### src/rtl/i2c_ctl_pkg.sv
package i2c_ctl_pkg;
  localparam int BIT_EN    = 0;
  localparam int BIT_SRST  = 1;
  localparam int BIT_START = 2;
  localparam int BIT_STOP  = 3;
  localparam int BIT_NACK  = 4;
  localparam int BIT_MODE  = 5;
  localparam int LIVE_BITS = 6;

  // command flag slots
  localparam int NUM_CMD  = 3;
  localparam int CMD_START = 0;
  localparam int CMD_STOP  = 1;
  localparam int CMD_NACK  = 2;
endpackage

### src/rtl/i2c_cmd_flag.sv
module i2c_cmd_flag (
  input  logic clk_i,
  input  logic rst_ni,
  input  logic set_i,
  input  logic done_i,
  input  logic flush_i,
  output logic pend_o
);
  logic pend_q;

  // flush beats set; set beats done
  always_ff @(posedge clk_i or negedge rst_ni) begin
    if (!rst_ni)      pend_q <= 1'b0;
    else if (flush_i) pend_q <= 1'b0;
    else if (set_i)   pend_q <= 1'b1;
    else if (done_i)  pend_q <= 1'b0;
  end

  assign pend_o = pend_q;
endmodule

### src/rtl/i2c_srst_seq.sv
module i2c_srst_seq #(
  parameter int CYCLES = 4
) (
  input  logic clk_i,
  input  logic rst_ni,
  input  logic kick_i,
  output logic busy_o
);
  localparam int CW = (CYCLES > 1) ? $clog2(CYCLES) : 1;
  localparam logic [CW-1:0] LAST = CW'(CYCLES - 1);

  logic          busy_q;
  logic [CW-1:0] cnt_q;

  always_ff @(posedge clk_i or negedge rst_ni) begin
    if (!rst_ni) begin
      busy_q <= 1'b0;
      cnt_q  <= '0;
    end else if (busy_q) begin
      if (cnt_q == LAST) begin
        busy_q <= 1'b0;
        cnt_q  <= '0;
      end else begin
        cnt_q <= cnt_q + 1'b1;
      end
    end else if (kick_i) begin
      busy_q <= 1'b1;
      cnt_q  <= '0;
    end
  end

  assign busy_o = busy_q;
endmodule

### src/rtl/i2c_ctl_reg.sv
module i2c_ctl_reg
  import i2c_ctl_pkg::*;
#(
  parameter int DATA_W      = 16,
  parameter int SRST_CYCLES = 4
) (
  input  logic              clk_i,
  input  logic              rst_ni,
  input  logic              wr_en_i,
  input  logic [DATA_W-1:0] wdata_i,
  output logic [DATA_W-1:0] rdata_o,
  output logic              master_o,
  output logic              enable_o,
  output logic              start_req_o,
  output logic              stop_req_o,
  output logic              nack_req_o,
  input  logic              start_done_i,
  input  logic              stop_done_i,
  input  logic              nack_done_i,
  output logic              srst_o
);
  localparam logic [NUM_CMD-1:0] MODE_GATED = 3'b011;

  logic mode_q, en_q;
  logic srst_busy;
  logic wr_master;
  logic [NUM_CMD-1:0] cmd_wbit, cmd_set, cmd_done, cmd_pend;
  logic unused_wdata;

  assign unused_wdata = ^wdata_i[DATA_W-1:LIVE_BITS];

  always_ff @(posedge clk_i or negedge rst_ni) begin
    if (!rst_ni) begin
      mode_q <= 1'b0;
      en_q   <= 1'b0;
    end else if (wr_en_i) begin
      mode_q <= wdata_i[BIT_MODE];
      en_q   <= wdata_i[BIT_EN];
    end
  end

  // gating uses the mode carried by the same write
  assign wr_master = wdata_i[BIT_MODE];

  assign cmd_wbit[CMD_START] = wdata_i[BIT_START];
  assign cmd_wbit[CMD_STOP]  = wdata_i[BIT_STOP];
  assign cmd_wbit[CMD_NACK]  = wdata_i[BIT_NACK];

  assign cmd_done[CMD_START] = start_done_i;
  assign cmd_done[CMD_STOP]  = stop_done_i;
  assign cmd_done[CMD_NACK]  = nack_done_i;

  for (genvar g = 0; g < NUM_CMD; g++) begin : g_cmd
    if (MODE_GATED[g]) begin : g_gated
      assign cmd_set[g] = wr_en_i && cmd_wbit[g] && wr_master;
    end else begin : g_free
      assign cmd_set[g] = wr_en_i && cmd_wbit[g];
    end

    i2c_cmd_flag u_flag (
      .clk_i  (clk_i),
      .rst_ni (rst_ni),
      .set_i  (cmd_set[g]),
      .done_i (cmd_done[g]),
      .flush_i(srst_busy),
      .pend_o (cmd_pend[g])
    );
  end

  i2c_srst_seq #(.CYCLES(SRST_CYCLES)) u_srst (
    .clk_i (clk_i),
    .rst_ni(rst_ni),
    .kick_i(wr_en_i && wdata_i[BIT_SRST]),
    .busy_o(srst_busy)
  );

  always_comb begin
    rdata_o            = '0;
    rdata_o[BIT_EN]    = en_q;
    rdata_o[BIT_SRST]  = srst_busy;
    rdata_o[BIT_START] = cmd_pend[CMD_START];
    rdata_o[BIT_STOP]  = cmd_pend[CMD_STOP];
    rdata_o[BIT_NACK]  = cmd_pend[CMD_NACK];
    rdata_o[BIT_MODE]  = mode_q;
  end

  assign master_o    = mode_q;
  assign enable_o    = en_q;
  assign start_req_o = cmd_pend[CMD_START];
  assign stop_req_o  = cmd_pend[CMD_STOP];
  assign nack_req_o  = cmd_pend[CMD_NACK];
  assign srst_o      = srst_busy;
endmodule

### config.mk
export PLATFORM = sky130hd
export DESIGN_NAME = i2c_ctl_reg
export DESIGN_NICKNAME = d
export VERILOG_FILES = /design/src/rtl/i2c_ctl_pkg.sv /design/src/rtl/i2c_cmd_flag.sv /design/src/rtl/i2c_srst_seq.sv /design/src/rtl/i2c_ctl_reg.sv
export SDC_FILE = /design/constraint.sdc
export NUM_CORES = 1
export LEC_CHECK = 0
export ABC_AREA = 1
export BUFFER_PORTS_ARGS = -buffer_cell sky130_fd_sc_hd__buf_2
export CAP_MARGIN = 20
export CORE_AREA = 2 2 39 41
export DETAILED_ROUTE_END_ITERATION = 10
export DIE_AREA = 0 0 41 43
export PLACE_DENSITY = 0.77
export SETUP_SLACK_MARGIN = 0.1
export SYNTH_ARGS = -nofsm -noshare
export SYNTH_HDL_FRONTEND = slang
export SYNTH_SLANG_ARGS = --single-unit
### constraint.sdc
create_clock -name clk_i -period 1.27 [get_ports clk_i]
set_input_delay 0.0635 -clock clk_i [delete_from_list [all_inputs] [get_ports clk_i]]
set_output_delay 0.0635 -clock clk_i [all_outputs]
set_load 0.02 [all_outputs]
# Yosys cells after proc, flatten, opt, wreduce, memory -nomap -nowiden
# Index checks and enable logic that the tools add are counted.
[classes]
n_addsub = 1
eq_ne = 1
muxes = 15
n_reduce_logical = 10
[ops]
columns = ["operator", "count"]
rows = [
  ["$mux 1", 12],
  ["$reduce_bool 3->1", 3],
  ["$logic_and 1x1->1", 6],
  ["$mux 2", 3],
  ["$add 2x1->2 const B", 1],
  ["$eq 2x2->1 const B", 1],
  ["$reduce_bool 2->1", 1],
]
[totals]
regBits = 8
input_bits = 22
out_inout_bits = 22
wordCells = 34

# Logic depth before layout (Yosys ltp)
# Gate-level depths: netlist of run 1.
[depth]
ltp_word = 4
depth_mapped = 4
ltp_nobuf = 3

# Modules after synthesis
# Synthesis of run 1 repeated with hierarchy kept, for this count alone.
[hier_totals]
cells_unflattened = 62
hier_area_um2 = 493.0
[modules_own_cells]
columns = ["mod", "n_inst", "cells_per_inst", "area_per_inst_um2"]
rows = [
  ["i2c_ctl_reg", 1, 34, 232.7],
  ["i2c_cmd_flag", 3, 5, 45.0],
  ["i2c_srst_seq", 1, 13, 125.1],
]

# Least setup slack after synthesis of run 1
# OpenSTA, ideal clock, no wires.
[synth_path]
path_type = "reg-to-reg"
startpoint = "reg u_srst.cnt_q[0]"
endpoint = "reg u_srst.cnt_q[1]"
setup_time_ns = 0.117
t_arrival_ns = 0.756
setup_slack_ns = 0.397
stages_incl_launch_ff = 4
cell_sequence = "dfrtp_1 -> ha_1 -> nand2_1 -> nand2_1"
[synth_via]
elab_chain_len = 3
elab_cells_between_ends = 4
classes_between = "add/sub (1); eq/ne (1); mux (2)"
[synth_lines]
columns = ["item", "line_no", "text"]
rows = [
  ["start, declared", "i2c_srst_seq.sv:13", "logic [CW-1:0] cnt_q;"],
  ["start signal, assigned", "i2c_srst_seq.sv:24", "cnt_q <= cnt_q + 1'b1;"],
  ["$add 2x1->2 / $eq 2x2->1 (equally long branches)", "i2c_srst_seq.sv:24, i2c_srst_seq.sv:20", ""],
  ["$mux 2 *", "i2c_srst_seq.sv:20", "if (cnt_q == LAST) begin"],
  ["$mux 2 *", "i2c_srst_seq.sv:19", "end else if (busy_q) begin"],
]
# Mark *: on every way between the ends. The rest lies on a longest branch, timed or not.
# A chain may end at the register's enable or synchronous reset.

# Worst setup path in the final report of run 1
[layout_path]
startpoint = "reg u_srst.busy_q, in the netlist u_srst.busy_o"
endpoint = "out rdata_o[1]"
[layout_rtl]
columns = ["item", "line_no", "text"]
rows = [
  ["start, declared", "i2c_srst_seq.sv:12", "logic busy_q;"],
  ["start signal, assigned", "i2c_srst_seq.sv:17", "busy_q <= 1'b0;"],
  ["start signal, assigned", "i2c_srst_seq.sv:21", "busy_q <= 1'b0;"],
  ["start signal, assigned", "i2c_srst_seq.sv:27", "busy_q <= 1'b1;"],
  ["end, declared", "i2c_ctl_reg.sv:11", "output logic [DATA_W-1:0] rdata_o,"],
]
# No word-level cell between the ends.

==> out/summary.txt, run 1 <==
R2R Path Start -> u_srst.cnt_q[0]
CTS tree -> built
Largest delay contributor family on the critical path -> flip-flops
Yosys reg bits -> 8
Initial Util -> 33.9%
RSZ-0062 raised after global routing -> no
Largest family of logic cells by synthesized area -> buffers and inverters
Vias in the first global route -> 276
Crit path from -> u_srst.busy_o
# fillers -> 148
Finished Layout Cells -> 89
Adder-cell share of the synthesized area -> 2.67%
Cells after synthesis -> 54
Die span in x -> 41 um
Fraction of registers with async set/reset -> 100%
Clk Latency, worst-skew pair -> 0.25 ns
DP Cell Count -> 85
Via count -> 357
Total Die Area -> 1760 um2
Worst Path Buf+Inv -> 1
Hpwl dp -> 589 um
Slew Viols, Final -> 0
Gp weighted congestion -> 0.637
WP data required -> 1.21 ns
Synth Area in Compound Gates -> 7.47%
Post-synth EDFFs -> 0
1st-pass router iterations -> 3
Max clock buf depth -> 2
Core region area -> 1380 um2
Setup repair bufs after CTS -> 0
Antenna fix cells -> 0
Final worst path period share -> 76.2%
CP peak stage delay -> 0.45 ns
Initial DRC count -> 4
Crit Path Class -> reg2out
Post-synthesis simple-gate area fraction -> 13.6%
Slowest cell on the critical path -> dfrtp_1
Synth Flop Type -> dfrtp_1
Run status -> finished, final reports clean
H-tree lvl count -> 1
Final setup viols -> 0
Worst path cell trace -> buf_2
Hold Path Cell Cnt -> 3
Maximum VDD drop -> 0.000577 V
Clk pin slew, worst setup/hold paths -> 0.05 ns
Cell Pwr Density -> 1710 nW/um2
Hold crit path type -> in2reg
Initial antenna violation count -> 0
Maximum clock rate -> 1030 MHz
Multi-input logic area -> 149 um2
CTS root buf -> clkbuf_4
Nets -> 98
Worst reg-to-reg path cell count -> 3
GRT Overall Usage -> 9.73%
CP Depth -> 1
Final Instance Area -> 539 um2
Max Clock Skew -> 0.00256 ns
Min-delay src -> wdata_i[0]
CP Data Arrival Time -> 0.90 ns
Grt total ovfl -> 0
TNS Setup -> 0 ns
I/O Pins -> 44
Critical path startpoint category -> flop
CP max FO -> 7
XOR/XNOR share of the synthesized area -> 0%
Mux share of post-synthesis cell area -> 0%
First-pass GRT wire length -> 1010 um
Total power -> 925 uW
Routed length per instance -> 8.36 um
Area growth from synthesis to layout -> 14.9%
Final WS setup -> 0.303 ns
Largest net degree at the start of global routing -> 10
CP endpoint kind -> primary output
Ratio of cells with drive above 1 in the final layout -> 38.4%
Vias per cell -> 4.01
Placement Setup Slack -> 0.368 ns
Maxcap violations -> 0
Total wire length -> 744 um
CTS sink cnt -> 8
Hold Vio Cnt, Final -> 0
Routed Antenna Nets -> 0
Core Rows -> 14
Total CTS buffers -> 3
Post-CTS resize count -> 0
Post-synthesis sequential area ratio -> 42.7%
Drc violations -> 0
Flip-flop and latch area -> 200 um2
Area after DPL -> 507 um2
Synth warn -> 0
Pleak -> 0.323 nW
Mapped Area -> 469 um2
Count of cell types in the netlist -> 13
Worst reg-to-reg setup slack -> 0.36 ns
Syn avg cell area -> 8.69 um2
Period minus WS final -> 0.967 ns
Die H -> 43 um
Port-buffer cells -> 23
## final timing paths
check                                         end
max                                    rdata_o[1]
min                                      enable_o
max reg2reg                       u_srst.cnt_q[1]
min reg2reg                       u_srst.cnt_q[0]
max in group asynchronous                enable_o
min in group asynchronous  g_cmd[0].u_flag.pend_o
## placed cells by master, fill, tap and decap left out, types with 2 or more instances in the layout
| master | n |
|---|---|
| nand3_1 | 4 |
| o21ai_1 | 2 |
| a21oi_1 | 3 |
| nand2_1 | 9 |
| buf_2 | 23 |
| dfrtp_1 | 8 |
| inv_1 | 5 |
| conb_1 | 10 |
| clkbuf_4 | 3 |
| o21ai_0 | 2 |
## power breakdown
part	internal [mW]	total (mW)	switching (mW)
combinational	0.119	0.346	0.226
sequential	0.326	0.391	0.0655
clock	0.108	0.188	0.0800
## cells in the mapped netlist (2+ instances only)
cell	count	area, um2
a21oi_1	3	15.0
o21ai_0	2	10.0
o21ai_1	2	10.0
nand3_1	4	20.0
nand2_1	9	33.8
buf_4	16	120
inv_1	5	18.8
dfrtp_1	8	200
## registers in the layout (all words and copies together), names as in the netlist
| signal | flops |
|---|---|
| g_cmd.u_flag.pend_o | 3 |
| enable_o | 1 |
| u_srst.cnt_q | 2 |
| u_srst.busy_o | 1 |
| master_o | 1 |
## routing by layer
| layer | global-route usage (%) | wire, um | vias to the layer above |
|---|---|---|---|
| li1 | - | - | 181 |
| met1 | 8.61 | 285 | 153 |
| met2 | 13.4 | 356 | 21 |
| met3 | 6.28 | 93 | 2 |
| met4 | 10.0 | 8 | 0 |
| met5 | 0 | 0 | - |
## stage by stage
step,util (%),hold slack (ns)
after global routing,39.0,0.0462
after detailed placement,36.6,-0.0863
after global placement,36.6,-0.0878
after floorplan,-,-0.232
final,39.0,0.0340
after CTS,39.0,0.0296
## what timing repair did
action | 4_1_cts | 5_1_grt
endpoints found under the setup margin | 0 | 0
hold buffers | 1 | 0
endpoints found under the hold margin | 8 | 0
## cell type report
class	count	share of cell area, %
clock buffers	3	4.18
inverters	6	4.18
multi-input cells	32	27.6
flip-flops and latches	8	37.1
well taps	16	3.71
repair buffers	24	23.2
## cells by family after synthesis
family / after synthesis
AO/OA/AOI/OAI: 7
adder cells (fa/ha/maj): 1
buffers and inverters: 23
flip-flops: 8
other: 1
AND/OR/NAND/NOR: 14
## worst min-delay path, cell delays in order
cell and delay (ns):
buf_2 0.08, nand2_1 0.04, o21ai_0 0.06
Power figures use the tool's default switching activity.
==> run 2, diff against run 1 <==
--- a/config.mk
+++ b/config.mk
@@ -8,10 +8,10 @@
 export ABC_AREA = 1
 export BUFFER_PORTS_ARGS = -buffer_cell sky130_fd_sc_hd__buf_2
 export CAP_MARGIN = 20
-export CORE_AREA = 2 2 39 41
+export CORE_AREA = 2 2 41 43
 export DETAILED_ROUTE_END_ITERATION = 10
-export DIE_AREA = 0 0 41 43
-export PLACE_DENSITY = 0.77
+export DIE_AREA = 0 0 43 45
+export PLACE_DENSITY = 0.71
 export SETUP_SLACK_MARGIN = 0.1
 export SYNTH_ARGS = -nofsm -noshare
 export SYNTH_HDL_FRONTEND = slang
==> constraint.sdc (replaced) <==
create_clock -name clk_i -period 0.9 [get_ports clk_i]
set_input_delay 0.045 -clock clk_i [delete_from_list [all_inputs] [get_ports clk_i]]
set_output_delay 0.045 -clock clk_i [all_outputs]
set_load 0.02 [all_outputs]
==> run 2 against run 1 <==
Against the previous run: the flow now finishes with violations (negative setup slack); non-clock buffer count rose by 6; core utilization rose by 8.6 points; design area rose by 30%; clock-buffer cell count rose by 1; via count rose by 7.0%; die area rose by 9.8%; global-route usage fell by 0.13 points; clock skew rose by 0.0087 ns; register-to-register slack got worse by 0.34 ns; critical endpoint is now srst_o.
==> out/summary.txt, run 2 (synthesis results as in run 1) <==
Die H -> 45 um
CTS sink cnt -> 8
Initial DRC count -> 0
Hpwl dp -> 580 um
Period minus WS final -> 0.902 ns
Finished Layout Cells -> 96
Final WS setup -> -0.00231 ns
First-pass GRT wire length -> 1260 um
Largest delay contributor family on the critical path -> flip-flops
Final worst path period share -> 100%
Grt total ovfl -> 0
Run status -> finished, violations left
Worst Path Buf+Inv -> 1
Routed Antenna Nets -> 0
Clk Latency, worst-skew pair -> 0.26 ns
Total Die Area -> 1940 um2
Area growth from synthesis to layout -> 49.1%
Internal Power -> 1.07 mW
Failing checks -> negative setup slack
Net Switching -> 648 uW
WP data required -> 0.85 ns
Flop pwr share -> 33.0%
Initial antenna violation count -> 0
Top layer in use -> met4
Nets -> 104
Clk network pwr share -> 17.7%
Vias in the first global route -> 299
Commonest non-fill, non-tap cell in the layout -> buf_6
Antenna fix cells -> 0
Cell Pwr Density -> 2460 nW/um2
Worst path cell trace -> buf_6
Maximum VDD drop -> 0.000980 V
Max FFs per register -> 3
Gp weighted congestion -> 0.711
WHS -> 0.0190 ns
Die span in x -> 43 um
Largest net degree at the start of global routing -> 10
Crit Path Class -> reg2out
I/O Pins -> 44
Port-buffer cells -> 23
Via count -> 382
Max Clock Skew -> 0.0113 ns
Core region area -> 1470 um2
Hold crit path type -> in2reg
Slew Viols, Final -> 0
CP endpoint kind -> primary output
Max clock buf depth -> 2
Maxcap violations -> 0
1st-pass router iterations -> 1
GRT Overall Usage -> 9.59%
Drc violations -> 0
CP peak stage delay -> 0.45 ns
Final setup viols -> 2
Met3 wire length -> 86 um
Hold Vio Cnt, Final -> 0
Slowest cell on the critical path -> dfrtp_2
Total CTS buffers -> 3
Met1 WL -> 333 um
RSZ-0062 raised after global routing -> yes
Core Rows -> 14
Vias per cell -> 3.98
Clk pin slew, worst setup/hold paths -> 0.06 ns
Initial Util -> 31.9%
H-tree lvl count -> 1
Ratio of cells with drive above 1 in the final layout -> 48.8%
Maximum clock rate -> 1110 MHz
Most frequent cells in the layout -> 15 x buf_6, 11 x buf_2, 10 x conb_1, 8 x nand2_1, 7 x dfrtp_1
Combinational cell fraction of total power -> 49.2%
DP Cell Count -> 85
Total power -> 1.72 mW
Pleak -> 0.376 nW
Critical path startpoint category -> flop
CTS root buf -> clkbuf_4
CTS tree -> built
Met2 routed WL -> 425 um
Net Sw Frac -> 37.7%
CP Data Arrival Time -> 0.86 ns
Total wire length -> 878 um
Routed length per instance -> 9.15 um
CP max FO -> 5
run 2: final timing paths:
check,from,to,slack (ns),cells after the start
setup / recovery,u_srst.busy_o,srst_o,-0.002,1
hold / removal,nack_done_i,g_cmd[2].u_flag.pend_o,0.02,4
setup reg to reg,u_srst.cnt_q[0],u_srst.cnt_q[1],0.02,3
hold reg to reg,u_srst.busy_o,g_cmd[2].u_flag.pend_o,0.52,1
max in group asynchronous,rst_ni,u_srst.busy_o,0.56,2
min in group asynchronous,rst_ni,g_cmd[2].u_flag.pend_o,0.16,2
run 2: final cells by class:
type / instances / area, um2
multi-input combinational: 32 / 168
sequential: 8 / 201
inverter: 6 / 25.0
tap: 16 / 20.0
clock buffer: 4 / 26.3
timing repair buffer: 30 / 259
fill: 144 / 772
run 2: metal layers:
metal | up-vias | GRT usage (%)
li1 | 193 | -
met1 | 162 | 10.1
met2 | 23 | 14.8
met3 | 4 | 3.60
met4 | 0 | 9.09
met5 | - | 0
run 2: stage by stage:
stage               util [%]  instance area, um2  setup slack (ns)  TNS [ns]
floorplan                  -                 504            0.0465         0
global placement        34.5                 508            0.0328         0
detailed placement      34.5                 508            0.0137         0
CTS                     44.5                 654           0.00452         0
global route            47.5                 699           -0.0348   -0.0977
finish                  47.5                 699          -0.00231  -0.00316
run 2: power by group through the flow:
stage,Combinational (mW),Sequential [mW],Clock (mW)
floorplan,0.373,0.618,0
global placement,0.482,0.558,0
detailed placement,0.492,0.568,0
CTS,0.729,0.562,0.312
global route,0.925,0.588,0.324
finish,0.846,0.568,0.305
run 2: repair_timing:
action / 4_1_cts / 5_1_grt
endpoints found under the setup margin: 13 / 18
hold buffers: 2 / 0
setup buffers: 3 / 2
pin swaps: 0 / 3
gates resized for setup: 25 / 9
endpoints found under the hold margin: 9 / 0
